## config.mk

```make
export PLATFORM = sky130hd
export DESIGN_NAME = ddc_id_target
export DESIGN_NICKNAME = d
export VERILOG_FILES = /design/src/rtl/ddc_id_pkg.sv /design/src/rtl/ddc_id_sync.sv /design/src/rtl/ddc_id_rom.sv /design/src/rtl/ddc_id_engine.sv /design/src/rtl/ddc_id_target.sv
export SDC_FILE = /design/constraint.sdc
export NUM_CORES = 1
export LEC_CHECK = 0
export ABC_CLOCK_PERIOD_IN_PS = 2700
export CORE_MARGIN = 2
export CORE_UTILIZATION = 50
export CTS_BUF_LIST = sky130_fd_sc_hd__clkbuf_4 sky130_fd_sc_hd__clkbuf_8
export CTS_CLUSTER_DIAMETER = 120
export DETAILED_ROUTE_END_ITERATION = 8
export PLACE_DENSITY_LB_ADDON = 0.15
export SYNTH_ARGS = -nofsm -noshare
export SYNTH_HDL_FRONTEND = slang
export SYNTH_HIERARCHICAL = 1
export SYNTH_SLANG_ARGS = --single-unit
export TNS_END_PERCENT = 20
```

## constraint.sdc

```tcl
create_clock -name clk -period 2.7 [get_ports clk]
set_clock_uncertainty 0.2 [all_clocks]
set_input_delay 0.405 -clock clk [delete_from_list [all_inputs] [get_ports clk]]
set_output_delay 0.405 -clock clk [all_outputs]
set_load 0.01 [all_outputs]
```

## src/rtl/ddc_id_pkg.sv

```systemverilog
package ddc_id_pkg;

    typedef enum logic [2:0] {
        ST_IDLE,
        ST_ADDR,
        ST_AACK,
        ST_WDAT,
        ST_WACK,
        ST_RDAT,
        ST_RACK
    } eng_st_e;

    localparam logic [6:0] ID_DEV_ADDR = 7'h40;
    localparam int unsigned ID_LAST_OFS = 16;

    // identification phrase, offset 10h and beyond read as all ones
    function automatic logic [7:0] id_char(input logic [4:0] ofs);
        logic [7:0] c;
        case (ofs)
            5'h00:   c = 8'h44;
            5'h01:   c = 8'h50;
            5'h02:   c = 8'h2D;
            5'h03:   c = 8'h48;
            5'h04:   c = 8'h44;
            5'h05:   c = 8'h4D;
            5'h06:   c = 8'h49;
            5'h07:   c = 8'h20;
            5'h08:   c = 8'h41;
            5'h09:   c = 8'h44;
            5'h0A:   c = 8'h41;
            5'h0B:   c = 8'h50;
            5'h0C:   c = 8'h54;
            5'h0D:   c = 8'h4F;
            5'h0E:   c = 8'h52;
            5'h0F:   c = 8'h04;
            default: c = 8'hFF;
        endcase
        return c;
    endfunction

endpackage

```

## src/rtl/ddc_id_sync.sv

```systemverilog
module ddc_id_sync #(
    parameter int STAGES = 2
) (
    input  logic clk,
    input  logic rst_n,
    input  logic line_i,
    output logic lvl_o,
    output logic prev_o
);
    typedef struct packed {
        logic [STAGES-1:0] pipe;
        logic              prev;
    } sync_s;

    sync_s q, d;

    always_comb begin
        d      = q;
        d.pipe = {q.pipe[STAGES-2:0], line_i};
        d.prev = q.pipe[STAGES-1];
    end

    always_ff @(posedge clk or negedge rst_n) begin
        if (!rst_n) q <= '1;
        else        q <= d;
    end

    assign lvl_o  = q.pipe[STAGES-1];
    assign prev_o = q.prev;
endmodule

```

## src/rtl/ddc_id_rom.sv

```systemverilog
module ddc_id_rom
    import ddc_id_pkg::*;
#(
    parameter int PTR_W = 8
) (
    input  logic [PTR_W-1:0] ofs_i,
    output logic [7:0]       data_o
);
    localparam logic [PTR_W-1:0] LAST = PTR_W'(ID_LAST_OFS);

    always_comb begin
        if (ofs_i > LAST) data_o = 8'hFF;
        else              data_o = id_char(5'(ofs_i));
    end
endmodule

```

## src/rtl/ddc_id_engine.sv

```systemverilog
module ddc_id_engine
    import ddc_id_pkg::*;
#(
    parameter int PTR_W = 8
) (
    input  logic             clk,
    input  logic             rst_n,
    input  logic             sel_i,
    input  logic             sda_lvl_i,
    input  logic             scl_rise_i,
    input  logic             scl_fall_i,
    input  logic             start_i,
    input  logic             stop_i,
    input  logic [7:0]       rom_data_i,
    output logic [PTR_W-1:0] ptr_o,
    output logic             ptr_adv_o,
    output logic             pull_o
);
    localparam logic [PTR_W-1:0] PTR_MAX = '1;

    typedef struct packed {
        eng_st_e          st;
        logic [2:0]       bcnt;
        logic [7:0]       sh;
        logic [PTR_W-1:0] ptr;
        logic             rw;
        logic             first;
        logic             ack_on;
        logic             pull;
    } eng_s;

    eng_s q, d;
    logic [7:0] byte_in;
    logic       adv_d;

    always_comb begin
        d       = q;
        adv_d   = 1'b0;
        byte_in = {q.sh[6:0], sda_lvl_i};
        if (!sel_i || stop_i) begin
            d.st     = ST_IDLE;
            d.pull   = 1'b0;
            d.ack_on = 1'b0;
        end else if (start_i) begin
            d.st     = ST_ADDR;
            d.bcnt   = 3'd0;
            d.pull   = 1'b0;
            d.ack_on = 1'b0;
        end else begin
            case (q.st)
                ST_ADDR: begin
                    if (scl_rise_i) begin
                        d.sh = byte_in;
                        if (q.bcnt == 3'd7) begin
                            d.bcnt = 3'd0;
                            if (byte_in[7:1] == ID_DEV_ADDR) begin
                                d.st     = ST_AACK;
                                d.rw     = byte_in[0];
                                d.first  = 1'b1;
                                d.ack_on = 1'b0;
                            end else begin
                                d.st = ST_IDLE;
                            end
                        end else begin
                            d.bcnt = q.bcnt + 3'd1;
                        end
                    end
                end
                ST_WDAT: begin
                    if (scl_rise_i) begin
                        d.sh = byte_in;
                        if (q.bcnt == 3'd7) begin
                            d.bcnt   = 3'd0;
                            d.st     = ST_WACK;
                            d.ack_on = 1'b0;
                            if (q.first) begin
                                d.ptr   = PTR_W'(byte_in);
                                d.first = 1'b0;
                            end
                        end else begin
                            d.bcnt = q.bcnt + 3'd1;
                        end
                    end
                end
                ST_AACK, ST_WACK: begin
                    if (scl_fall_i) begin
                        if (!q.ack_on) begin
                            d.pull   = 1'b1;
                            d.ack_on = 1'b1;
                        end else begin
                            d.ack_on = 1'b0;
                            d.bcnt   = 3'd0;
                            if (q.st == ST_AACK && q.rw) begin
                                d.st   = ST_RDAT;
                                d.sh   = rom_data_i;
                                d.pull = ~rom_data_i[7];
                            end else begin
                                d.st   = ST_WDAT;
                                d.pull = 1'b0;
                            end
                        end
                    end
                end
                ST_RDAT: begin
                    if (scl_rise_i) begin
                        if (q.bcnt == 3'd7) begin
                            d.bcnt   = 3'd0;
                            d.st     = ST_RACK;
                            d.ack_on = 1'b0;
                            adv_d    = 1'b1;
                            d.ptr    = (q.ptr == PTR_MAX) ? q.ptr : q.ptr + 1'b1;
                        end else begin
                            d.bcnt = q.bcnt + 3'd1;
                        end
                    end else if (scl_fall_i) begin
                        d.pull = ~q.sh[3'd7 - q.bcnt];
                    end
                end
                ST_RACK: begin
                    if (scl_fall_i) begin
                        if (q.ack_on) begin
                            d.st     = ST_RDAT;
                            d.sh     = rom_data_i;
                            d.pull   = ~rom_data_i[7];
                            d.bcnt   = 3'd0;
                            d.ack_on = 1'b0;
                        end else begin
                            d.pull = 1'b0;
                        end
                    end else if (scl_rise_i) begin
                        if (sda_lvl_i) d.st     = ST_IDLE;
                        else           d.ack_on = 1'b1;
                    end
                end
                default: ;
            endcase
        end
    end

    always_ff @(posedge clk or negedge rst_n) begin
        if (!rst_n) begin
            q.st     <= ST_IDLE;
            q.bcnt   <= '0;
            q.sh     <= '0;
            q.ptr    <= '0;
            q.rw     <= 1'b0;
            q.first  <= 1'b0;
            q.ack_on <= 1'b0;
            q.pull   <= 1'b0;
        end else begin
            q <= d;
        end
    end

    assign ptr_o     = q.ptr;
    assign ptr_adv_o = adv_d;
    assign pull_o    = q.pull;
endmodule

```

## src/rtl/ddc_id_target.sv

```systemverilog
module ddc_id_target #(
    parameter int SYNC_STAGES = 2,
    parameter int PTR_W       = 8
) (
    input  logic clk,
    input  logic rst_n,
    input  logic sink_sel_i,
    input  logic scl_i,
    input  logic sda_i,
    output logic sda_pull_o
);
    logic w_scl_lvl, w_scl_prev, w_sda_lvl, w_sda_prev;
    logic w_scl_rise, w_scl_fall, w_start, w_stop;
    logic [PTR_W-1:0] w_ptr;
    logic [7:0]       w_rom;
    logic             w_ptr_adv;

    ddc_id_sync #(.STAGES(SYNC_STAGES)) u_scl_sync (
        .clk(clk), .rst_n(rst_n), .line_i(scl_i),
        .lvl_o(w_scl_lvl), .prev_o(w_scl_prev)
    );

    ddc_id_sync #(.STAGES(SYNC_STAGES)) u_sda_sync (
        .clk(clk), .rst_n(rst_n), .line_i(sda_i),
        .lvl_o(w_sda_lvl), .prev_o(w_sda_prev)
    );

    assign w_scl_rise = w_scl_lvl & ~w_scl_prev;
    assign w_scl_fall = ~w_scl_lvl & w_scl_prev;
    assign w_start    = w_scl_lvl & w_scl_prev & w_sda_prev & ~w_sda_lvl;
    assign w_stop     = w_scl_lvl & w_scl_prev & ~w_sda_prev & w_sda_lvl;

    ddc_id_rom #(.PTR_W(PTR_W)) u_rom (
        .ofs_i(w_ptr), .data_o(w_rom)
    );

    ddc_id_engine #(.PTR_W(PTR_W)) u_eng (
        .clk(clk), .rst_n(rst_n), .sel_i(sink_sel_i),
        .sda_lvl_i(w_sda_lvl), .scl_rise_i(w_scl_rise), .scl_fall_i(w_scl_fall),
        .start_i(w_start), .stop_i(w_stop), .rom_data_i(w_rom),
        .ptr_o(w_ptr), .ptr_adv_o(w_ptr_adv), .pull_o(sda_pull_o)
    );
endmodule

```

Yosys cells after proc, flatten, opt, wreduce, memory -nomap -nowiden
Memory sizes are Yosys's and may differ from the RTL's.
Cells that the tools add are included.

word-level totals
  memories = 1
  input port bits = 5
  output and inout bits = 1
  register bits = 32
  bits in read-only memories = 112

memories
  name              depth  bits a word  read ports  clocked after Yosys merged registers in  write ports  RTL line          source
  (name not given)  16     7            1           0                                        0            ddc_id_pkg.sv:19  case (ofs)

operators by class
  muxes and demuxes = 53
  reductions and logical operators = 18
  bitwise logic cells = 15
  add/subtract/negate cells = 3
  $lt $le $gt $ge = 2
  equal/unequal tests = 46

operators by type and width
  cell                   count
  $mux W8                8
  $mux W14               4
  $ne A4 B1 Y1 const B   11
  $pmux W8 S4            1
  $pmux W6 S5            1
  $mux W3                9
  $ne A2 B1 Y1 const B   13
  $mux W22               1
  $ne A3 B1 Y1 const B   7
  $mux W2                10
  $reduce_and A9 Y1      2
  $pmux W8 S2            1
  $eq A3 B3 Y1 const B   4
  $mux W6                2
  $reduce_and A12 Y1     1
  $mux W1                11
  $mux W11               1
  $reduce_and A11 Y1     1
  $ne A5 B2 Y1 const B   2
  $reduce_and A10 Y1     1
  $add A8 B1 Y8 const B  1
  $eq A8 B8 Y1 const B   1
  $gt A8 B5 Y1 const B   1
  $not A1 Y1             8
  27 further kinds       35

Depth between registers and ports, before layout
Gate-level depths: netlist of the first run.
An unclocked memory read counts as a cell.

  depth after elaboration = 10
  mapped depth = 8
  gate-level depth less buffers = 7

Hierarchy
The synthesis of the first run kept the hierarchy.

modules (own cells, without submodules)
  module         cells each  seq. area each (µm²)  area each (µm²)  instances
  ddc_id_engine  211         650.6                 1920.6           1
  ddc_id_rom     37          0.0                   267.8            1
  ddc_id_sync    3           78.8                  78.8             2
  ddc_id_target  4           0.0                   32.5             1

Worst setup path before layout of the first run
Ideal clock, no wire load.

  kind = reg-to-reg
  start = register u_sda_sync.q (netlist bit u_sda_sync/lvl_o)
  end = register u_eng.q (netlist bit u_eng/ptr_o[0])
  arrival time = 2.092 ns
  stages on the path, launching flop included = 7
  setup slack = 0.285 ns
  path through = dfstp_2 and4b_1 or3b_1 clkbuf_1 a211o_1 or2_1 a211o_1

between the ends
  longest elaborated chain between the ends = 4
  elaborated cells on any way between the ends = 11

RTL lines
  element                      RTL line             source
  from (decl)                  ddc_id_sync.sv:15    sync_s q, d;
  from (signal assigned)       ddc_id_sync.sv:24    if (!rst_n) q <= '1;
  from (signal assigned)       ddc_id_sync.sv:25    else q <= d;
  $not A1 Y1                   ddc_id_target.sv:30  assign w_start = w_scl_lvl & w_scl_prev & w_sda_prev & ~w_sda_lvl;
  $and A1 B1 Y1                ddc_id_target.sv:30
  via w_start                  ddc_id_target.sv:13  logic w_scl_rise, w_scl_fall, w_start, w_stop;
  $not A1 Y1 (no line)         -
  $reduce_and A9 Y1 (no line)  -
  to (decl)                    ddc_id_engine.sv:32  eng_s q, d;

The timed path passes the listed nets, and every way through them passes these cells. The select of a mux whose other input is x is not followed.
A chain may end at the register's enable or synchronous reset.

Final worst setup path of the first run
  start = register u_sda_sync.q (netlist bit u_sda_sync/lvl_o)
  end = register u_eng.q (netlist bit u_eng/ptr_o[6])

Same word-level chain as after synthesis.

==> results of run 1 <==
-- critical path, cell delays in order (launching register included) --
cell and delay (ns):
dfstp_2 0.53, and4b_1 0.28, or3b_1 0.42, a211o_1 0.30
buf_4 0.18, nor2_2 0.25, a2bb2oi_1 0.11
-- placed cells by master, fill, tap and decap left out, drive strengths merged, types with 7 or more instances in the layout --
cell	n
a21oi	21
a31oi	11
buf	12
dfrtp	26
ha	10
mux2i	13
nand2	17
nand3	7
nor2	9
o21ai	17
-- final cells by class --
| class | instances | area (um2) |
|---|---|---|
| clock buffer | 6 | 82.6 |
| fill | 410 | 2120 |
| sequential | 32 | 808 |
| tap | 54 | 67.6 |
| clock inverter | 2 | 10.0 |
| multi-input combinational | 192 | 1410 |
| inverter | 6 | 22.5 |
| timing repair buffer | 17 | 140 |
-- per-layer routing --
layer  GRT usage (%)  up-vias
li1                -      965
met1            33.7      963
met4            8.44        0
met3            5.39        8
met2            29.7       43
met5               0        -
-- state kept, by name (all words and copies together), names as in the netlist --
register / count
u_scl_sync/d: 1
u_scl_sync/prev_o: 1
u_eng/ptr_o: 8
u_scl_sync/lvl_o: 1
u_eng/q: 10
u_eng/byte_in: 7
u_sda_sync/lvl_o: 1
u_eng/pull_o: 1
u_sda_sync/prev_o: 1
u_sda_sync/d: 1
-- power groups by stage --
| stage | registers [mW] | logic (mW) | clock network, mW |
|---|---|---|---|
| final | 0.735 | 0.437 | 0.388 |
| after detailed placement | 0.741 | 0.436 | 0 |
| after CTS | 0.736 | 0.438 | 0.397 |
| after global routing | 0.759 | 0.491 | 0.420 |
| after global placement | 0.737 | 0.429 | 0 |
| after floorplan | 0.660 | 0.382 | 0 |
-- per-stage QoR --
stage                     utilization (%)  cell area, um2  std cells  worst slack (ns)
after floorplan                         -            2370        257             0.298
after global placement               52.5            2440        301             0.270
after detailed placement             52.5            2440        301             0.236
after CTS                            54.4            2540        309             0.296
after global routing                 54.4            2540        309             0.144
final                                54.4            2540        309             0.299
-- path summary, 6_finish.rpt --
check / start / endpoint / depth (start not counted)
min in group asynchronous: rst_n / u_eng/q[1]$_DFFE_PN0P_ / 2
max in group asynchronous: rst_n / u_scl_sync/lvl_o$_DFF_PN1_ / 2
min reg2reg: u_scl_sync/d[2]$_DFF_PN1_ / u_scl_sync/lvl_o$_DFF_PN1_ / 0
max: u_sda_sync/lvl_o$_DFF_PN1_ / u_eng/ptr_o[6]$_DFFE_PN0P_ / 6
max reg2reg: u_sda_sync/lvl_o$_DFF_PN1_ / u_eng/ptr_o[6]$_DFFE_PN0P_ / 6
min: u_scl_sync/d[2]$_DFF_PN1_ / u_scl_sync/lvl_o$_DFF_PN1_ / 0
==> key figures, run 1 <==
Setup path
  • CP Capture Type: register
  • Crit Path Class: reg2reg
  • Arrival @ worst endpoint: 2.36 ns
  • CP max FO: 10
  • FF-to-FF setup slack: ~0.30 ns
  • CP required: 2.66 ns
  • Setup crit start kind: register

Power
  • Leakage power: 1.03 nW
  • Pint: ~1 mW
  • Clk pwr share: 24.9%
  • Seq pwr share: 47.1%
  • Worst VDD drop: approximately 0.00044 V
  • Sw Pwr: 0.541 mW
  • Logic pwr share: between 20 and 30%
  • Sw Ratio: about a third
  • PwrDens: 615 mW/mm2
  • Power, Total: 1.56 mW

CTS
  • Post_cts resized: 0
  • Setup Fix Bufs, Post-CTS: 0
  • Clk buf depth: 2
  • CTS tree: yes
  • H-tree levels: 2
  • CTS buffer count: 5
  • CTS root buf: clkbuf_8
  • Count of hold-fix buffers inserted at cts: 0
  • Clock transition at path regs: about 0.070 ns
  • Clock latency on the worst-skew pair: 0.29 ns
  • # clock sinks: 32

Die
  • CORE AREA: approximately 0.0047 mm2
  • Chip width: 72.9 um
  • Die Area: 0.00531 mm2
  • Starting density of the core: 50.9%
  • Std cell rows: 25
  • Die extent in y: 72.9 um
  • Io pins: 6

Timing
  • Hold slack: 0.156 ns
  • RSZ-0062 raised after global routing: no
  • FMAX: ~0.42 GHz
  • # setup viols final: 0
  • Slew of the pin with the lowest slew margin: 0.732 ns
  • Max_slew headroom: 51.2%
  • Tcrit/Tclk final: 88.9%
  • Final min period: 2.40 ns
  • Pins Over Slew Limit: 0
  • Setup TNS: 0 ns
  • Fin. Hold Viols: 0

Placed design
  • Buffers on Ports: 5
  • Placer Congestion: between 0.8 and 0.9
  • Post-DP HPWL: 3490 um

Flow run
  • Max-Cap Viols: 0

Global route
  • Largest net degree at the start of global routing: 33
  • Number of global-route vias before repair: between 1.5k and 2k
  • Grt total ovfl: 0
  • Antenna violations before repair: 0
  • Gr usage total: 22.0%
  • First-pass GRT wire length: approximately 9000 um

Finish
  • Antenna cells: 0
  • Fraction of layout cells with a size suffix above 1: 16.5%
  • Post-layout net count: 269
  • Area Overhead vs Synth: 6.91%

Logic synthesis
  • Post-Syn Instances: 257
  • Mean Syn Cell Area: 9.24 um2
  • Post-Syn Nets: 272
  • Synth Cell Area: around 0.0024 mm2
  • Synth warn: 6

Route
  • Vias per std cell: ~6.4
  • Drt total wl: 5200 um
  • Wl on met1: about 2600 um
  • Routed via count: about 2.0k
  • WL per Instance: approximately 17 um
  • Router iterations before antenna repair: 4
  • Routed length on met3: 224 um
  • Starting DRT DRC Count: 146
  • Antenna Nets Post-Route: 0
  • Top sig layer: met4
  • Remaining DRCs: 0
  • Met2 Wirelength: 2280 um

Status
  • Status: finished clean

Hold path
  • Hold Path Class: reg2reg
No activity file was read; power rests on OpenSTA's default activity.
==> inputs of run 2 (changes only) <==
- CAP_MARGIN: not set -> 5
==> results of run 2 <==
The final DEF is identical to that of run 1; final timing and power are the same.
